$ cat config.mk
export PLATFORM = sky130hd
export DESIGN_NAME = trap_marker
export DESIGN_NICKNAME = d
export VERILOG_FILES = /design/src/rtl/trap_pkg.sv /design/src/rtl/trap_compare.sv /design/src/rtl/plane_assign.sv /design/src/rtl/field_swap.sv /design/src/rtl/recirc_restore.sv /design/src/rtl/trap_marker.sv
export SDC_FILE = /design/constraint.sdc
export NUM_CORES = 1
export LEC_CHECK = 0
export BUFFER_PORTS_ARGS = -buffer_cell sky130_fd_sc_hd__buf_4
export CORE_MARGIN = 8
export CORE_UTILIZATION = 48
export DETAILED_ROUTE_END_ITERATION = 6
export HOLD_SLACK_MARGIN = 0.1
export PLACE_DENSITY_LB_ADDON = 0.08
export SYNTH_ARGS = -nofsm -noshare
export SYNTH_HDL_FRONTEND = slang
export SYNTH_SLANG_ARGS = --single-unit
export TNS_END_PERCENT = 1
$ cat constraint.sdc
create_clock -name clk -period 1.2 [get_ports clk]
set_clock_uncertainty 0.05 [all_clocks]
set_input_delay 0.06 -clock clk [delete_from_list [all_inputs] [get_ports clk]]
set_output_delay 0.06 -clock clk [all_outputs]
set_load 0.01 [all_outputs]
$ cat src/rtl/trap_pkg.sv
package trap_pkg;
   localparam int unsigned DEF_PORTS  = 8;
   localparam int unsigned DEF_PLANES = 2;
   localparam int unsigned DEF_QOS_W  = 2;
   localparam int unsigned DEF_SP_W   = 3;

   typedef enum logic [0:0] {
      VERDICT_ROUTE  = 1'b0,
      VERDICT_RECIRC = 1'b1
   } verdict_e;
endpackage

$ cat src/rtl/trap_compare.sv
module trap_compare #(
   parameter int unsigned N_PORTS = 8,
   parameter int unsigned K_DIST  = 2,
   parameter int unsigned DA_W    = 3
) (
   input  logic [N_PORTS-1:0]      act,
   input  logic [N_PORTS*DA_W-1:0] dest,
   output logic [N_PORTS-1:0]      trap
);
   for (genvar i = 0; i < N_PORTS; i++) begin : g_pos
      if (i < K_DIST) begin : g_head
         assign trap[i] = 1'b0;
      end else begin : g_cmp
         assign trap[i] = act[i] & act[i-K_DIST] &
                          (dest[i*DA_W +: DA_W] == dest[(i-K_DIST)*DA_W +: DA_W]);
      end
   end
endmodule

$ cat src/rtl/plane_assign.sv
module plane_assign #(
   parameter int unsigned N_PORTS = 8,
   parameter int unsigned K_PLANES = 2,
   parameter int unsigned PW = 1
) (
   input  logic [N_PORTS-1:0]    route,
   output logic [N_PORTS*PW-1:0] plane
);
   logic [PW-1:0] rank;

   always_comb begin
      rank  = '0;
      plane = '0;
      for (int i = 0; i < N_PORTS; i++) begin
         if (route[i]) begin
            plane[i*PW +: PW] = rank;
            if (rank == PW'(K_PLANES-1)) rank = '0;
            else                         rank = rank + 1'b1;
         end
      end
   end
endmodule

$ cat src/rtl/field_swap.sv
module field_swap #(
   parameter int unsigned RW  = 4,
   parameter int unsigned PRW = 5,
   localparam int unsigned HW = RW + PRW
) (
   input  logic          swap_en,
   input  logic [HW-1:0] hdr_in,
   output logic [HW-1:0] hdr_out
);
   logic [RW-1:0]  route_half;
   logic [PRW-1:0] prio_half;

   assign route_half = hdr_in[HW-1 -: RW];
   assign prio_half  = hdr_in[PRW-1:0];
   assign hdr_out    = swap_en ? {prio_half, route_half} : hdr_in;
endmodule

$ cat src/rtl/recirc_restore.sv
module recirc_restore #(
   parameter int unsigned RW    = 4,
   parameter int unsigned QOS_W = 2,
   parameter int unsigned SP_W  = 3,
   localparam int unsigned PRW  = QOS_W + SP_W,
   localparam int unsigned HW   = RW + PRW
) (
   input  logic [HW-1:0] swapped,
   output logic [HW-1:0] restored
);
   logic [RW-1:0]    route_half;
   logic [QOS_W-1:0] qos;
   logic [SP_W-1:0]  sp, sp_next;

   assign qos        = swapped[HW-1 -: QOS_W];
   assign sp         = swapped[RW +: SP_W];
   assign route_half = swapped[RW-1:0];
   assign sp_next    = (&sp) ? sp : sp + 1'b1;
   assign restored   = {route_half, qos, sp_next};
endmodule

$ cat src/rtl/trap_marker.sv
module trap_marker #(
   parameter int unsigned N_PORTS  = trap_pkg::DEF_PORTS,
   parameter int unsigned K_PLANES = trap_pkg::DEF_PLANES,
   parameter int unsigned QOS_W    = trap_pkg::DEF_QOS_W,
   parameter int unsigned SP_W     = trap_pkg::DEF_SP_W,
   localparam int unsigned DA_W    = $clog2(N_PORTS),
   localparam int unsigned RW      = 1 + DA_W,
   localparam int unsigned PRW     = QOS_W + SP_W,
   localparam int unsigned HW      = RW + PRW,
   localparam int unsigned PW      = (K_PLANES > 1) ? $clog2(K_PLANES) : 1
) (
   input  logic                    clk,
   input  logic                    rst_n,
   input  logic                    in_valid,
   input  logic [N_PORTS*HW-1:0]   in_hdr,
   output logic                    out_valid,
   output logic [N_PORTS*HW-1:0]   out_hdr,
   output logic [N_PORTS-1:0]      out_route,
   output logic [N_PORTS-1:0]      out_recirc,
   output logic [N_PORTS*PW-1:0]   out_plane,
   input  logic                    ret_valid,
   input  logic [HW-1:0]           ret_hdr,
   output logic                    ret_out_valid,
   output logic [HW-1:0]           ret_out_hdr
);
   import trap_pkg::*;

   initial begin
      assert (N_PORTS >= 2) else $error("N_PORTS must be at least 2");
      assert (K_PLANES >= 1 && K_PLANES <= N_PORTS) else $error("K_PLANES out of range");
      assert (QOS_W >= 1 && SP_W >= 1) else $error("priority fields need width");
   end

   logic [N_PORTS-1:0]      act;
   logic [N_PORTS*DA_W-1:0] dest;
   logic [N_PORTS-1:0]      trap;
   logic [N_PORTS-1:0]      route_c;
   logic [N_PORTS*HW-1:0]   hdr_c;
   logic [N_PORTS*PW-1:0]   plane_c;
   logic [HW-1:0]           restored_c;

   for (genvar i = 0; i < N_PORTS; i++) begin : g_lane
      verdict_e verdict;
      assign act[i]                = in_hdr[i*HW + HW - 1];
      assign dest[i*DA_W +: DA_W]  = in_hdr[i*HW + PRW +: DA_W];
      assign verdict               = trap[i] ? VERDICT_RECIRC : VERDICT_ROUTE;
      assign route_c[i]            = act[i] & (verdict == VERDICT_ROUTE);

      field_swap #(.RW(RW), .PRW(PRW)) u_swap (
         .swap_en (verdict == VERDICT_RECIRC),
         .hdr_in  (in_hdr[i*HW +: HW]),
         .hdr_out (hdr_c[i*HW +: HW])
      );
   end

   trap_compare #(.N_PORTS(N_PORTS), .K_DIST(K_PLANES), .DA_W(DA_W)) u_trap (
      .act  (act),
      .dest (dest),
      .trap (trap)
   );

   plane_assign #(.N_PORTS(N_PORTS), .K_PLANES(K_PLANES), .PW(PW)) u_plane (
      .route (route_c),
      .plane (plane_c)
   );

   recirc_restore #(.RW(RW), .QOS_W(QOS_W), .SP_W(SP_W)) u_restore (
      .swapped  (ret_hdr),
      .restored (restored_c)
   );

   always_ff @(posedge clk or negedge rst_n) begin
      if (!rst_n) begin
         out_valid  <= 1'b0;
         out_hdr    <= '0;
         out_route  <= '0;
         out_recirc <= '0;
         out_plane  <= '0;
      end else begin
         out_valid <= in_valid;
         if (in_valid) begin
            out_hdr    <= hdr_c;
            out_route  <= route_c;
            out_recirc <= trap;
            out_plane  <= plane_c;
         end else begin
            out_route  <= '0;
            out_recirc <= '0;
            out_plane  <= '0;
         end
      end
   end

   always_ff @(posedge clk or negedge rst_n) begin
      if (!rst_n) begin
         ret_out_valid <= 1'b0;
         ret_out_hdr   <= '0;
      end else begin
         ret_out_valid <= ret_valid;
         if (ret_valid) ret_out_hdr <= restored_c;
      end
   end
endmodule

* After elaboration in Yosys (flattened, before gate mapping)
Cells that the tools add are included.
** Operators by class
- Add/subtract/negate cells :: 7
- Eq/ne operators :: 6
- Mux-type cells :: 36
- Bitwise gates (word level) :: 24
- Reductions and logical operators :: 1
** Operator list (number)
- 9-bit 2-to-1 mux :: 6
- 1-bit 2-to-1 mux :: 26
- 8-bit 2-to-1 mux :: 3
- 1-bit AND :: 18
- 3-bit equality test :: 6
- 1-bit adder, second input constant :: 6
- 1-bit inverter :: 6
- 3-bit by 1-bit adder with 3-bit output, second input constant :: 1
- 3-bit 2-to-1 mux :: 1
- 3-bit AND reduction :: 1
** Word-level totals
- Register bits after elaboration :: 107
- Output and inout bits :: 107

* Logic depth before layout (Yosys ltp)
- Depth in word-level cells :: 21
- Mapped depth :: 9
- Gate-level depth less buffers :: 9

* Cells and area by module
A second synthesis with hierarchy kept.
** Unflattened totals
- Cell total of the unflattened synthesis :: 365
- Area, all modules :: 5585.4 um^2
** Modules (own cells, without submodules)
- trap_marker :: instances 1, cells each 232, area each 3953.8 um^2
- field_swap :: instances 8, cells each 10, area each 146.4 um^2
- trap_compare :: instances 1, cells each 33, area each 274.0 um^2
- recirc_restore :: instances 1, cells each 11, area each 93.8 um^2
- plane_assign :: instances 1, cells each 9, area each 92.6 um^2

* Worst setup path after synthesis
OpenSTA, ideal clock, no wires.
- Path type :: in2reg
- From :: input port in_hdr[25]
- To :: register out_plane[7]
- Arrival time :: 2249 ps
- Slack :: -1218 ps
- Stages :: 9
- Path buffers :: 0
- Cell sequence :: xor2_1 > nor4_2 > and2b_1 > ha_1 > ha_1 > ha_1 > ha_1 > ha_1 > and2_1
** Between the ends
- Longest elaborated chain between the ends :: 20
- Elaborated cells on any way between the ends :: 25
- Classes of those cells :: 4 x add/sub; 2 x eq/ne; 13 x mux; 6 x bitwise
** RTL lines
- start, declared :: RTL line trap_marker.sv:15 : input logic [N_PORTS*HW-1:0] in_hdr,
- 3-bit equality test :: RTL line trap_compare.sv:15 : (dest[i*DA_W +: DA_W] == dest[(i-K_DIST)*DA_W +: DA_W]);
- 1-bit AND :: RTL line trap_compare.sv:14 : assign trap[i] = act[i] & act[i-K_DIST] &
- 1-bit 2-to-1 mux :: RTL line trap_marker.sv:46 : assign verdict = trap[i] ? VERDICT_RECIRC : VERDICT_ROUTE;
- 1-bit inverter :: RTL line trap_marker.sv:47 : assign route_c[i] = act[i] & (verdict == VERDICT_ROUTE);
- 1-bit AND :: RTL line trap_marker.sv:47
- 1-bit 2-to-1 mux :: RTL line plane_assign.sv:15 : if (route[i]) begin
- 1-bit adder :: RTL line plane_assign.sv:18 : else rank = rank + 1'b1;
- 1-bit 2-to-1 mux :: RTL line plane_assign.sv:17 : if (rank == PW'(K_PLANES-1)) rank = '0;
- (+3 left out)
- 1-bit 2-to-1 mux (*) :: RTL line plane_assign.sv:15
- 1-bit adder :: RTL line plane_assign.sv:18
- 1-bit 2-to-1 mux :: RTL line plane_assign.sv:17
- 1-bit 2-to-1 mux (*) :: RTL line plane_assign.sv:15
- 1-bit adder :: RTL line plane_assign.sv:18
- 1-bit 2-to-1 mux :: RTL line plane_assign.sv:17
- 1-bit 2-to-1 mux (*) (2 in a row) :: RTL line plane_assign.sv:15
- 8-bit 2-to-1 mux (*) :: RTL line trap_marker.sv:81 : if (in_valid) begin
- end signal, assigned :: RTL line trap_marker.sv:85 : out_plane <= plane_c;
- end, declared :: RTL line trap_marker.sv:20 : output logic [N_PORTS*PW-1:0] out_plane,
Every way passes the cells marked *; elsewhere a longest branch is shown, timed or not.
A chain may end at the register's enable or synchronous reset.

* Worst setup path in the final report
- From :: input port in_hdr[5]
- To :: register out_plane[7]
** Between the ends
- Longest elaborated chain between the ends :: 20
** RTL lines (RTL line)
- 3-bit equality test (*) :: trap_compare.sv:15
- 1-bit AND (*) :: trap_compare.sv:14
- 1-bit 2-to-1 mux (*) :: trap_marker.sv:46
- 1-bit inverter (*) :: trap_marker.sv:47
- 1-bit AND (*) :: trap_marker.sv:47
- 1-bit 2-to-1 mux (*) :: plane_assign.sv:15
- 1-bit adder :: plane_assign.sv:18
- 1-bit 2-to-1 mux :: plane_assign.sv:17
- (+3 left out)
- 1-bit 2-to-1 mux (*) :: plane_assign.sv:15
- 1-bit adder :: plane_assign.sv:18
- 1-bit 2-to-1 mux :: plane_assign.sv:17
- 1-bit 2-to-1 mux (*) :: plane_assign.sv:15
- 1-bit adder :: plane_assign.sv:18
- 1-bit 2-to-1 mux :: plane_assign.sv:17
- 1-bit 2-to-1 mux (*) (2 in a row) :: plane_assign.sv:15
- 8-bit 2-to-1 mux (*) :: trap_marker.sv:81
Marks and branches as above.

==> results.sh <==
export IMPL_drive_above_1_share_pct=42.3
export IMPL_final_util_pct=82.1
export IMPL_dpl_instance_area_um2=6380
export IMPL_synth_xor_area_share_pct=3.63
export IMPL_tns_ns=-3.03
export IMPL_via_per_inst=4.89
export IMPL_die_w_um=114
export IMPL_drcViolationCount=0
export IMPL_track_usage_pct=22.8
export IMPL_pin_count=192
export IMPL_dieHeight_um=114
export IMPL_critPathArrivalTime_ns=2.24
export IMPL_worst_slack_ns=-0.836
export IMPL_final_hold_violation_count=0
export IMPL_place_ws_ns=-1.36
export IMPL_dp_hpwl_um=10400
export IMPL_fin_crit_ns=2.04
export IMPL_nets=784
export IMPL_final_cells=827
export IMPL_ys_warn_count=0
export IMPL_finalPower_mw=8.63
export IMPL_rows=35
export IMPL_hold_path_end="out_hdr[41]$_DFFE_PN0P_"
export IMPL_hold_depth=4
export IMPL_htree_levels=3
export IMPL_cp_common_cell="ha_4"
export IMPL_clk_pin_slew_ns=0.10
export IMPL_area_growth_pct=65.5
export IMPL_synth_avg_cell_area_um2=11.8
export IMPL_p_per_area_nw_per_um2=1140
export IMPL_antenna_left=0
export IMPL_setup_viol=13
export IMPL_rr_endpoint="out_hdr[71]$_DFFE_PN0P_"
export IMPL_synth_compound_area_share_pct=6.22
export IMPL_yosys_register_bits=104
export IMPL_dp_cells=725
export IMPL_final_area_um2=7590
export IMPL_critical_path_top_delay_family="adder cells"
export IMPL_grt_ovfl_total=0
export IMPL_cp_startpoint="in_hdr[5]"
export IMPL_die_area_um2=12900
export IMPL_grt_pass1_vias=4346
export IMPL_clkSinkCount=104
export IMPL_synthSimpleGateAreaFrac_pct=11.4
export IMPL_start_util_pct=49.6
export IMPL_start_kind="input pin"
export IMPL_synth_adder_area_share_pct=1.91
export IMPL_firstDrtPassIters=4
export IMPL_cap_violations=0
export IMPL_crit_path_end_kind="register"
export IMPL_cts_buffers=9
export IMPL_status="complete, but fails checks"
export IMPL_synth_top_family_by_area="multiplexers"
export IMPL_failed_checks="negative setup slack"
export IMPL_holdCritStartpoint="in_hdr[41]"
export IMPL_grt_start_max_net_pins=39
export IMPL_synth_mux_area_share_pct=16.6
export IMPL_core_um2=9240
export IMPL_fmax_mhz=491
export IMPL_p_leak_nw=3.52
export IMPL_tightest_slew_ns=0.552
export IMPL_holdWs_ns=0.0929
export IMPL_syn_inst=389
export IMPL_grt_pass1_wl_um=23100
export IMPL_cp_num_buf_inv=1
export IMPL_drt_iter0_markers=165
export IMPL_ir_drop_uv=697
export IMPL_synth_distinct_cells=22
export IMPL_max_stage_delay_ns=0.33
export IMPL_wire_per_inst_um=18.2
export IMPL_ys_seq_area_share_pct=56.8
export IMPL_reg2reg_depth=2
export IMPL_cts_tree="done"
export IMPL_wl_um=15000
export IMPL_clock_path_buffers=2
export IMPL_slowest_stage="nor4_2"
export IMPL_port_buffers=188
export IMPL_gp_congestion=0.832
export IMPL_max_slew_margin_rel_pct=63.2
export IMPL_regToRegStartpoint="out_hdr[71]$_DFFE_PN0P_"
export IMPL_fin_crit_sh_pct=170
export IMPL_min_path_type="in -> reg"
export IMPL_crit_chain="buf_8 -> xor2_2 -> nor4_2 -> and2b_2 -> ha_4 -> ha_4 -> ha_4 -> ha_4 -> ha_4 -> and2_4"
export IMPL_insertion_delay_ns=0.35
export IMPL_syn_area_um2=4590
export IMPL_worstPathMaxFanout=2
export IMPL_grt_setup_unrepaired="yes"
export IMPL_r2r_setup_slack_ns=0.26
export IMPL_cp_required_ns=1.41
export IMPL_critical_path_depth=10
export IMPL_drv_slew=0
export IMPL_antenna_found_initial=1
export IMPL_path_class="in -> reg"
export IMPL_vias=4043
export IMPL_cts_root_buf="clkbuf_8"
per-layer routing:
metal / GRT usage (%) / routed length [µm] / vias to the layer above
met5: 0 / 0 / -
met4: 8.79 / 383 / 0
met3: 6.50 / 1120 / 28
met2: 38.9 / 7490 / 152
met1: 26.7 / 6010 / 1941
li1: - / - / 1922
power breakdown:
part	total, mW	switching (mW)	internal, mW
Sequential	3.98	0.171	3.81
Combinational	2.13	0.944	1.19
Clock	2.51	1.21	1.31
Total	8.63	2.32	6.31
how the worst max path moves through the flow:
stage                              to  slack (ns)
2_1_floorplan  out_plane[7]$_DFF_PN0_       -1.14
3_3_place_gp   out_plane[7]$_DFF_PN0_       -1.36
3_5_place_dp   out_plane[7]$_DFF_PN0_       -1.36
4_1_cts        out_plane[7]$_DFF_PN0_       -0.93
5_1_grt        out_plane[7]$_DFF_PN0_       -0.89
6_report       out_plane[7]$_DFF_PN0_       -0.84
registers in the layout, summed over array words and instances (netlist names):
| name | flops |
|---|---|
| out_valid | 1 |
| ret_out_hdr | 9 |
| ret_out_valid | 1 |
| out_plane | 7 |
| out_hdr | 72 |
| out_route | 8 |
| out_recirc | 6 |
layout by cell type, fill, tap and decap left out:
cell type,instances
nand2_1,7
mux2_2,25
mux2i_1,48
nor2_1,63
nor2b_1,1
dlymetal6s4s_1,2
xor2_1,18
xor2_2,1
a311o_1,1
nor4_4,1
and2_4,4
a21oi_1,55
dlymetal6s2s_1,1
and2b_1,2
and2_2,2
clkbuf_8,11
bufinv_16,2
conb_1,3
buf_8,1
inv_6,2
nand2_2,1
and2_1,14
buf_4,222
and2b_2,3
clkinvlp_4,1
ha_1,2
diode_2,1
buf_12,4
dlygate4sd3_1,81
buf_6,5
nor4_2,5
dfrtp_1,104
ha_4,5
cells in the mapped netlist, drive strengths merged:
master	instances	share of area (%)
nand2	8	0.65
clkbuf	13	1.1
mux2	25	6.1
conb	1	0.082
dfrtp	104	57
ha	7	1.9
buf	13	2.3
nor4	6	1.8
and2b	5	0.87
a21oi	55	6.0
and2	20	2.8
mux2i	48	10
nor2b	1	0.14
a311o	1	0.22
xor2	19	3.6
nor2	63	5.2
logic make-up (layout without fill, tap and decap cells):
kind of cell	count (synthesis)	count (layout)
compound gates	56	56
xor+xnor	19	19
fa+ha+maj	7	7
buf+inv	26	332
flops	104	104
mux	73	73
other cells	1	4
simple gates	103	103
worst register-to-register path, stage by stage, from the launching register on:
cell	delay [ns]
dfrtp_1	0.39
nor2b_1	0.13
a311o_1	0.26
area by class of cell:
type | count | area (µm²)
antenna | 1 | 2.50
clock buffer | 11 | 151
fill | 544 | 1650
sequential | 104 | 2600
clock inverter | 5 | 85.1
tap | 129 | 161
timing repair buffer | 316 | 2670
multi-input combinational | 261 | 1920
timing repair:
item                                   4_1_cts  5_1_grt
resized for setup                            6       19
endpoints found under the hold margin      198        1
hold buffers                                83        1
setup buffers                                0        1
pin swaps                                    0       23
setup endpoints to repair                    5       59
cloned                                       0        0
Power figures use the tool's default switching activity.
